===== src/rtl/dm_pkg.sv =====
package dm_pkg;
  localparam int DM_FLD_W    = 4;
  localparam int DM_MEMREF_LO = 4;

  typedef enum logic [1:0] {
    CLS_DIRECT  = 2'd0,
    CLS_MEMREF  = 2'd1,
    CLS_SPECIAL = 2'd2
  } op_class_t;

  function automatic op_class_t classify(input logic [DM_FLD_W-1:0] maj,
                                         input logic [DM_FLD_W-1:0] mn);
    if (maj >= DM_FLD_W'(DM_MEMREF_LO)) return CLS_MEMREF;
    if (maj == '0 && mn != '0)          return CLS_SPECIAL;
    return CLS_DIRECT;
  endfunction
endpackage


===== src/rtl/dm_decode.sv =====
module dm_decode
  import dm_pkg::*;
#(
  parameter int FLD_W = DM_FLD_W
) (
  input  logic [2*FLD_W-1:0] fields,
  output logic [FLD_W-1:0]   maj,
  output logic [FLD_W-1:0]   mn,
  output logic               two_step
);
  op_class_t cls;
  always_comb begin
    maj      = fields[2*FLD_W-1:FLD_W];
    mn       = fields[FLD_W-1:0];
    cls      = classify(maj, mn);
    two_step = (cls != CLS_DIRECT);
  end
endmodule


===== src/rtl/dm_phase.sv =====
module dm_phase #(
  parameter int FLD_W = 4
) (
  input  logic             clk,
  input  logic             rst_n,
  input  logic             load,
  input  logic             load_two_step,
  input  logic [FLD_W-1:0] load_maj,
  input  logic [FLD_W-1:0] load_mn,
  input  logic             lookup,
  input  logic             exec_fire,
  input  logic             retry,
  output logic             phase,
  output logic [FLD_W-1:0] held_maj,
  output logic [FLD_W-1:0] held_mn
);
  always_ff @(posedge clk or negedge rst_n) begin
    if (!rst_n) begin
      phase    <= 1'b0;
      held_maj <= '0;
      held_mn  <= '0;
    end else if (load) begin
      phase    <= load_two_step;
      held_maj <= load_maj;
      held_mn  <= load_mn;
    end else if (exec_fire) begin
      phase    <= 1'b0;
    end
  end

  AST_LOAD_ARMS_PHASE: assert property (@(posedge clk) disable iff (!rst_n)
    load |=> (phase == $past(load_two_step)));
  AST_PHASE_DROP_CAUSE: assert property (@(posedge clk) disable iff (!rst_n)
    $fell(phase) |-> ($past(exec_fire) || $past(load)));
  AST_RETRY_HOLDS: assert property (@(posedge clk) disable iff (!rst_n)
    (retry && !load) |=> phase);
  AST_FIELDS_STABLE: assert property (@(posedge clk) disable iff (!rst_n)
    (!load && lookup) |=> ($stable(held_maj) && $stable(held_mn)));
endmodule


===== src/rtl/dm_rom.sv =====
module dm_rom
  import dm_pkg::*;
#(
  parameter int          FLD_W       = DM_FLD_W,
  parameter int          UA_W        = 12,
  parameter logic [11:0] EA_ADDR     = 12'h040,
  parameter logic [11:0] SPC_ADDR    = 12'h050,
  parameter logic [11:0] DIRECT_BASE = 12'h100,
  parameter logic [11:0] EXEC_BASE   = 12'h400,
  parameter logic [11:0] SPEXEC_BASE = 12'h600,
  parameter int          SPEXEC_SH   = 3
) (
  input  logic [2*FLD_W:0] idx,
  output logic [UA_W-1:0]  entry
);
  localparam int IDX_W = 2*FLD_W + 1;

  logic             ph;
  logic [FLD_W-1:0] maj;
  logic [FLD_W-1:0] mn;
  op_class_t        cls;

  always_comb begin
    ph  = idx[IDX_W-1];
    maj = idx[2*FLD_W-1:FLD_W];
    mn  = idx[FLD_W-1:0];
    cls = classify(maj, mn);
    unique case ({ph, cls})
      {1'b0, CLS_MEMREF}:  entry = UA_W'(EA_ADDR);
      {1'b0, CLS_SPECIAL}: entry = UA_W'(SPC_ADDR);
      {1'b1, CLS_MEMREF}:  entry = UA_W'(EXEC_BASE) + (UA_W'(maj) << FLD_W);
      {1'b1, CLS_SPECIAL}: entry = UA_W'(SPEXEC_BASE) + (UA_W'(mn) << SPEXEC_SH);
      default:             entry = UA_W'(DIRECT_BASE) + UA_W'({maj, mn});
    endcase
  end
endmodule


===== src/rtl/dm_dispatch_mapper.sv =====
module dm_dispatch_mapper
  import dm_pkg::*;
#(
  parameter int FLD_W = DM_FLD_W,
  parameter int UA_W  = 12
) (
  input  logic              clk,
  input  logic              rst_n,
  input  logic              ir_load,
  input  logic [2*FLD_W-1:0] op_fields,
  input  logic              lookup_jump,
  input  logic              ind_req,
  input  logic              ind_resolved,
  output logic [UA_W-1:0]   uaddr,
  output logic              uaddr_valid
);
  localparam int IDX_W = 2*FLD_W + 1;

  logic [FLD_W-1:0] dec_maj, dec_mn, held_maj, held_mn;
  logic             dec_two_step, phase;
  logic             take_lj, exec_fire, retry, fire;
  logic [IDX_W-1:0] rom_idx;
  logic [UA_W-1:0]  rom_entry;

  dm_decode #(.FLD_W(FLD_W)) u_decode (
    .fields(op_fields), .maj(dec_maj), .mn(dec_mn), .two_step(dec_two_step)
  );

  always_comb begin
    take_lj   = lookup_jump && !ir_load && phase;
    exec_fire = take_lj && (!ind_req || ind_resolved);
    retry     = take_lj && ind_req && !ind_resolved;
    fire      = ir_load || take_lj;
    rom_idx   = ir_load ? {1'b0, dec_maj, dec_mn}
                        : {exec_fire, held_maj, held_mn};
  end

  dm_phase #(.FLD_W(FLD_W)) u_phase (
    .clk(clk), .rst_n(rst_n),
    .load(ir_load), .load_two_step(dec_two_step),
    .load_maj(dec_maj), .load_mn(dec_mn),
    .lookup(lookup_jump), .exec_fire(exec_fire), .retry(retry),
    .phase(phase), .held_maj(held_maj), .held_mn(held_mn)
  );

  dm_rom #(.FLD_W(FLD_W), .UA_W(UA_W)) u_rom (
    .idx(rom_idx), .entry(rom_entry)
  );

  always_ff @(posedge clk or negedge rst_n) begin
    if (!rst_n) begin
      uaddr_valid <= 1'b0;
      uaddr       <= '0;
    end else begin
      uaddr_valid <= fire;
      if (fire) uaddr <= rom_entry;
    end
  end

  AST_VALID_HAS_CAUSE: assert property (@(posedge clk) disable iff (!rst_n)
    uaddr_valid |-> $past(ir_load || lookup_jump));
  AST_IDLE_LOOKUP_SILENT: assert property (@(posedge clk) disable iff (!rst_n)
    (lookup_jump && !ir_load && !phase) |=> !uaddr_valid);
  AST_EXEC_REGION: assert property (@(posedge clk) disable iff (!rst_n)
    exec_fire |=> (uaddr_valid && uaddr[UA_W-1:UA_W-2] != 2'b00));
  AST_LOAD_WINS: assert property (@(posedge clk) disable iff (!rst_n)
    (ir_load && lookup_jump) |=> (uaddr_valid && uaddr[UA_W-1:UA_W-2] == 2'b00));
endmodule


===== config.mk =====
export PLATFORM = sky130hd
export DESIGN_NAME = dm_dispatch_mapper
export DESIGN_NICKNAME = d
export VERILOG_FILES = /design/src/rtl/dm_pkg.sv /design/src/rtl/dm_decode.sv /design/src/rtl/dm_phase.sv /design/src/rtl/dm_rom.sv /design/src/rtl/dm_dispatch_mapper.sv
export SDC_FILE = /design/constraint.sdc
export NUM_CORES = 1
export LEC_CHECK = 0
export BUFFER_PORTS_ARGS = -buffer_cell sky130_fd_sc_hd__buf_4
export CAP_MARGIN = 20
export CORE_MARGIN = 4
export CORE_UTILIZATION = 54
export DETAILED_ROUTE_END_ITERATION = 6
export PLACE_DENSITY_LB_ADDON = 0.2
export SETUP_SLACK_MARGIN = 0.2
export SLEW_MARGIN = 20
export SYNTH_ARGS = -nofsm -noshare
export SYNTH_HDL_FRONTEND = slang
export SYNTH_SLANG_ARGS = --single-unit

===== constraint.sdc =====
create_clock -name clk -period 2.5 [get_ports clk]
set_input_delay 0.125 -clock clk [delete_from_list [all_inputs] [get_ports clk]]
set_output_delay 0.125 -clock clk [all_outputs]
set_load 0.02 [all_outputs]

* Word level (Yosys, flattened, before mapping) *
Index checks and enable logic that the tools add are counted.
W data, S select, Z words.

word-level totals
  register bits = 22
  output and inout bits = 13

cells by class
  magnitude comparators = 2
  add/sub/neg operators = 3
  reductions and logical operators = 15
  muxes and demuxes = 18
  eq/ne operators = 4

operator list
  kind                     count
  $pmux W12 S4             1
  $mux W2                  8
  $add A11 B7 Y12 const A  1
  $add A11 B8 Y12 const A  1
  $add A9 B8 Y10 const A   1
  $mux W9                  1
  $ge A4 B3 Y1 const B     2
  $logic_not A4 Y1         2
  $mux W1                  8
  $reduce_bool A4 Y1       2
  $eq A3 B3 Y1 const B     2
  $logic_and A1 B1 Y1      5
  $reduce_bool A2 Y1       2
  $eq A3 B1 Y1 const B     1
  $eq A3 B2 Y1 const B     1
  $logic_not A1 Y1         2
  $logic_or A1 B1 Y1       2

* Logic depth before layout (Yosys ltp) *
  word-level depth = 13
  depth in mapped cells = 6

* Modules after synthesis *
From an unflattened synthesis, not the netlist that was laid out.

unflattened totals
  cells, all modules = 102
  area total of the unflattened synthesis = 1303.8 µm²

by module, submodules not included
  module              times used  seq. area each (µm²)  area an instance (µm²)  cells each
  dm_dispatch_mapper  1           325.3                 654.4                   42
  dm_phase            1           225.2                 370.4                   20
  dm_rom              1           0.0                   201.4                   29
  dm_decode           1           0.0                   77.6                    11

* Worst setup path after synthesis *
OpenSTA, ideal clock, no wires.

  kind = flip-flop to flip-flop
  from = register u_phase.held_maj[1]
  to = register uaddr[3]
  clock period less this slack = 1.468 ns
  required time = 2.414 ns
  slack = 1.032 ns
  data arrival time = 1.382 ns
  stages on the path, launching flop included = 5
  cell sequence = dfrtp_1 > nor3_2 > o221ai_1 > or4b_4 > o221ai_2

between the ends
  cells in the longest elaborated chain, start to end = 9
  elaborated cells between the ends (all ways) = 15
  those cells by class = order compare: 1; eq/ne: 4; mux: 8; reduce/logical: 2

ends and longest elaborated chain
  element                               line                      RTL
  start: declaration                    dm_phase.sv:14            output logic [FLD_W-1:0] held_maj,
  start signal: assignment              dm_phase.sv:24            held_maj <= load_maj;
  $mux W9 *                             dm_dispatch_mapper.sv:34  rom_idx = ir_load ? {1'b0, dec_maj, dec_mn}
  $logic_not A4 Y1                      dm_pkg.sv:14              if (maj == '0 && mn != '0) return CLS_SPECIAL;
  $logic_and A1 B1 Y1                   dm_pkg.sv:14
  $mux W1 (2 in a row)                  dm_pkg.sv:14
  $mux W2                               dm_pkg.sv:15              return CLS_DIRECT;
  $mux W2 *                             dm_pkg.sv:14
  $eq A3 B3 Y1 (tied with other cells)  dm_rom.sv:28              unique case ({ph, cls})
  $pmux W12 S4 *                        dm_rom.sv:28
  end signal: assignment                dm_dispatch_mapper.sv:56  if (fire) uaddr <= rom_entry;
  end: declaration                      dm_dispatch_mapper.sv:14  output logic [UA_W-1:0] uaddr,

Every way passes the cells marked *; elsewhere a longest branch is shown, timed or not. The select of a mux whose other input is x is not followed.
A chain may end at the register's enable or synchronous reset.

* Worst setup path after layout *
Ends and elaborated chain as after synthesis.

==> key figures <==
Outcome
  • Status: finished, final reports clean

Placed design
  • Post-DP HPWL: 1.653 mm
  • Final estimated routing congestion in global placement: 0.8518
  • Pre-CTS WS: approximately 0.88 ns
  • Port Buffers: 25

Finish
  • Commonest non-fill, non-tap cell in the layout: buf_4
  • Post-layout util: 0.7021
  • P&R area growth vs syn: 21.77%
  • Fillers: approximately 150
  • Commonest cells after routing, fill and taps aside: buf_4, dfrtp_1, nand2_1
  • Layout cells sized above 1: 0.4087
  • ANT cells: 0
  • Nets: 130
  • Multi-input combinational cell area: between 400 and 500 µm²
  • Register Area: about 530 µm²

Critical path
  • Req. time, crit path: about 2.7 ns
  • Worst endpoint data arrival time: ~1.9 ns
  • FF-to-FF Start: u_phase.held_maj[1]
  • Critical Path Sink Type: register
  • Worst Path Max Fanout: 3
  • CP startpoint kind: register
  • R2r worst-path depth: 4
  • Critical path type: register to register
  • Critical path launch point: u_phase.held_maj[1]

Synthesis
  • Mux share of post-synthesis cell area: 0.08610
  • Net count after synthesis: 102
  • Post-synth EDFFs: 0
  • Syn. warnings: 0
  • Adder-cell share of the synthesized area: 0
  • Synth area leader: dfrtp_1
  • Seq cells post-synth: 21
  • Main synth FF type: dfrtp_1
  • Main combinational cell family by area after synthesis: simple AND/OR/NAND/NOR gates
  • Complex-gate fraction of the synthesized area: 0.1648
  • Syn Area/Cell: 11.56 µm²
  • Synth Instances: a little under 90
  • Post-Synth XOR/XNOR Area: 0
  • Register area share after synthesis: 0.5166
  • Synth top area share: 0.5166
  • Cell Area, Synth: between 0.001 and 0.0015 mm²
  • Simple-Gate Fraction of Synth Area: 0.1685
  • Synth area leaders: dfrtp_1, mux2_2, nand2_1
  • Async SR Flop Fraction: 1.000
  • Yosys cell types: 31

Min path
  • Hold WC Path Type: input pin to register
  • Hold_sp: op_fields[6]
  • WHS Path Cells: 2

Global route
  • First-pass GRT wire length: approximately 3.5 mm
  • Total congestion overflow: 0
  • Vias in the first global route: 772
  • GRT Util Overall: 0.1822
  • Initial antenna violation count: 0
  • Largest net degree at the start of global routing: 24

Pwr
  • Pwr dens: between 500 and 600 mW/mm²
  • Leakage: between 0.5 and 0.6 nW
  • Max VDD drop: around 0.00046 V

Floorplan
  • Die area: about 0.0026 mm²
  • FP Rows: 15
  • Core region area: 0.001764 mm²
  • Die Span Y: 51.40 µm
  • Starting Density: 0.5766
  • Die width: ~51 µm
  • I/O Pins: 27

Routing
  • WL/cell: between 15 and 20 µm
  • Vias per cell: around 5.7
  • Final antenna-violating net count: 0
  • # DRC: 0
  • Wire length on met3: between 100 and 150 µm
  • Drt total wl: 2.212 mm
  • Initial DRT Pass Iterations: 4
  • Met2 wire len: 1.104 mm
  • Vias post-DR: 795
  • WL met1: roughly 970 µm
  • Top sig layer: met3
  • Iter 0 DRT Violations: 15

Clock network
  • Max clock buf depth: 2
  • Clk slew on worst S/H paths: 0.11 ns
  • CTS Buf Count: 3
  • Clk_lat worst skew: a little over 0.3 ns
  • CTS resizes: 0
  • CTS root buf: clkbuf_4
  • Sink Count: 21
  • H-tree depth: 1
  • CTS tree: yes

Timing
  • Final setup vio count: 0
  • Post-route setup slack: 0.8334 ns
  • Slew Limit Fails: 0
  • Pin slew with the least headroom to its limit: about 0.67 ns
  • RSZ-0062 raised after global routing: false
  • Crit share post-route: 0.6666
  • Fin crit period: roughly 1.7 ns
  • Final hold vios: 0
  • Slew HR: 0.5476
  • Setup TNS: 0 ns
  • Clock skew: 0.008115 ns
  • Achievable Freq: 0.6000 GHz

Run
  • Max_cap viols: 0
-- what timing repair did --
action,4_1_cts,5_1_grt
endpoints found under the hold margin,21,0
setup buffers,0,0
hold buffers,1,0
-- layer usage --
layer / vias to the layer above / global-route usage
li1: 376 / -
met1: 388 / 0.2364
met2: 31 / 0.3008
met3: 0 / 0.06122
met4: 0 / 0.02620
met5: - / 0
-- cell type report --
class | count | share of cell area
multi-input cells | 58 | 0.3475
clock inverters | 1 | 0.004040
inverters | 5 | 0.01515
flip-flops and latches | 21 | 0.4242
well taps | 25 | 0.02525
clock buffers | 3 | 0.01818
repair buffers | 27 | 0.1657
-- cell families after synthesis --
logic type,after synthesis
and+or+nand+nor,28
AOI/OAI and AO/OA,21
DFF,21
buffers and inverters,9
muxes,8
other,1
-- path summary, 6_finish.rpt --
path | endpoint | slack (ns)
max | uaddr[3] | 0.83
min | u_phase.held_maj[2] | 0.07
max reg2reg | uaddr[3] | 0.83
min reg2reg | uaddr[9] | 0.50
max in group asynchronous | u_phase.held_maj[2] | 2.06
min in group asynchronous | uaddr[0] | 0.22
-- sequential cells by signal, indices dropped and copies added (netlist names) --
signal,cells
u_phase.held_maj,4
u_phase.held_mn,4
u_phase.phase,1
uaddr,11
uaddr_valid,1
-- worst max-delay path: stages (launching register included) --
cell and delay, ns:
dfrtp_1 0.42, nor3_2 0.26, o221ai_1 0.21, or4b_4 0.55, o221ai_2 0.16
-- per-stage QoR --
stage	area [µm²]	total power, mW	hold WS [ns]	instances
4_1_cts	1239	0.7411	0.06276	140
3_3_place_gp	1201	0.5763	0.01687	135
2_1_floorplan	1017	0.5055	-0.1706	88
6_report	1239	0.7357	0.07221	140
5_1_grt	1239	0.7731	0.06776	140
3_5_place_dp	1201	0.5805	0.01897	135
-- synth_stat cells (2+ instances only) --
master / n
o21ai_0: 2
nor4_1: 3
buf_4: 2
nand2_1: 12
o21ai_1: 2
or4b_4: 2
inv_1: 5
nor3_1: 2
nor2_1: 3
o211ai_1: 2
dfrtp_1: 21
o31ai_1: 4
mux2_2: 6
clkbuf_8: 2
a22o_1: 3
mux2i_1: 2
-- power breakdown --
part	switching (mW)	internal (mW)	total, mW	leakage (nW)
clock	0.100	0.0598	0.160	0.0177
sequential	0.0220	0.374	0.397	0.260
combinational	0.100	0.0788	0.179	0.303
total	0.223	0.513	0.736	0.581
Note: power is estimated with default switching activity, not from simulation.
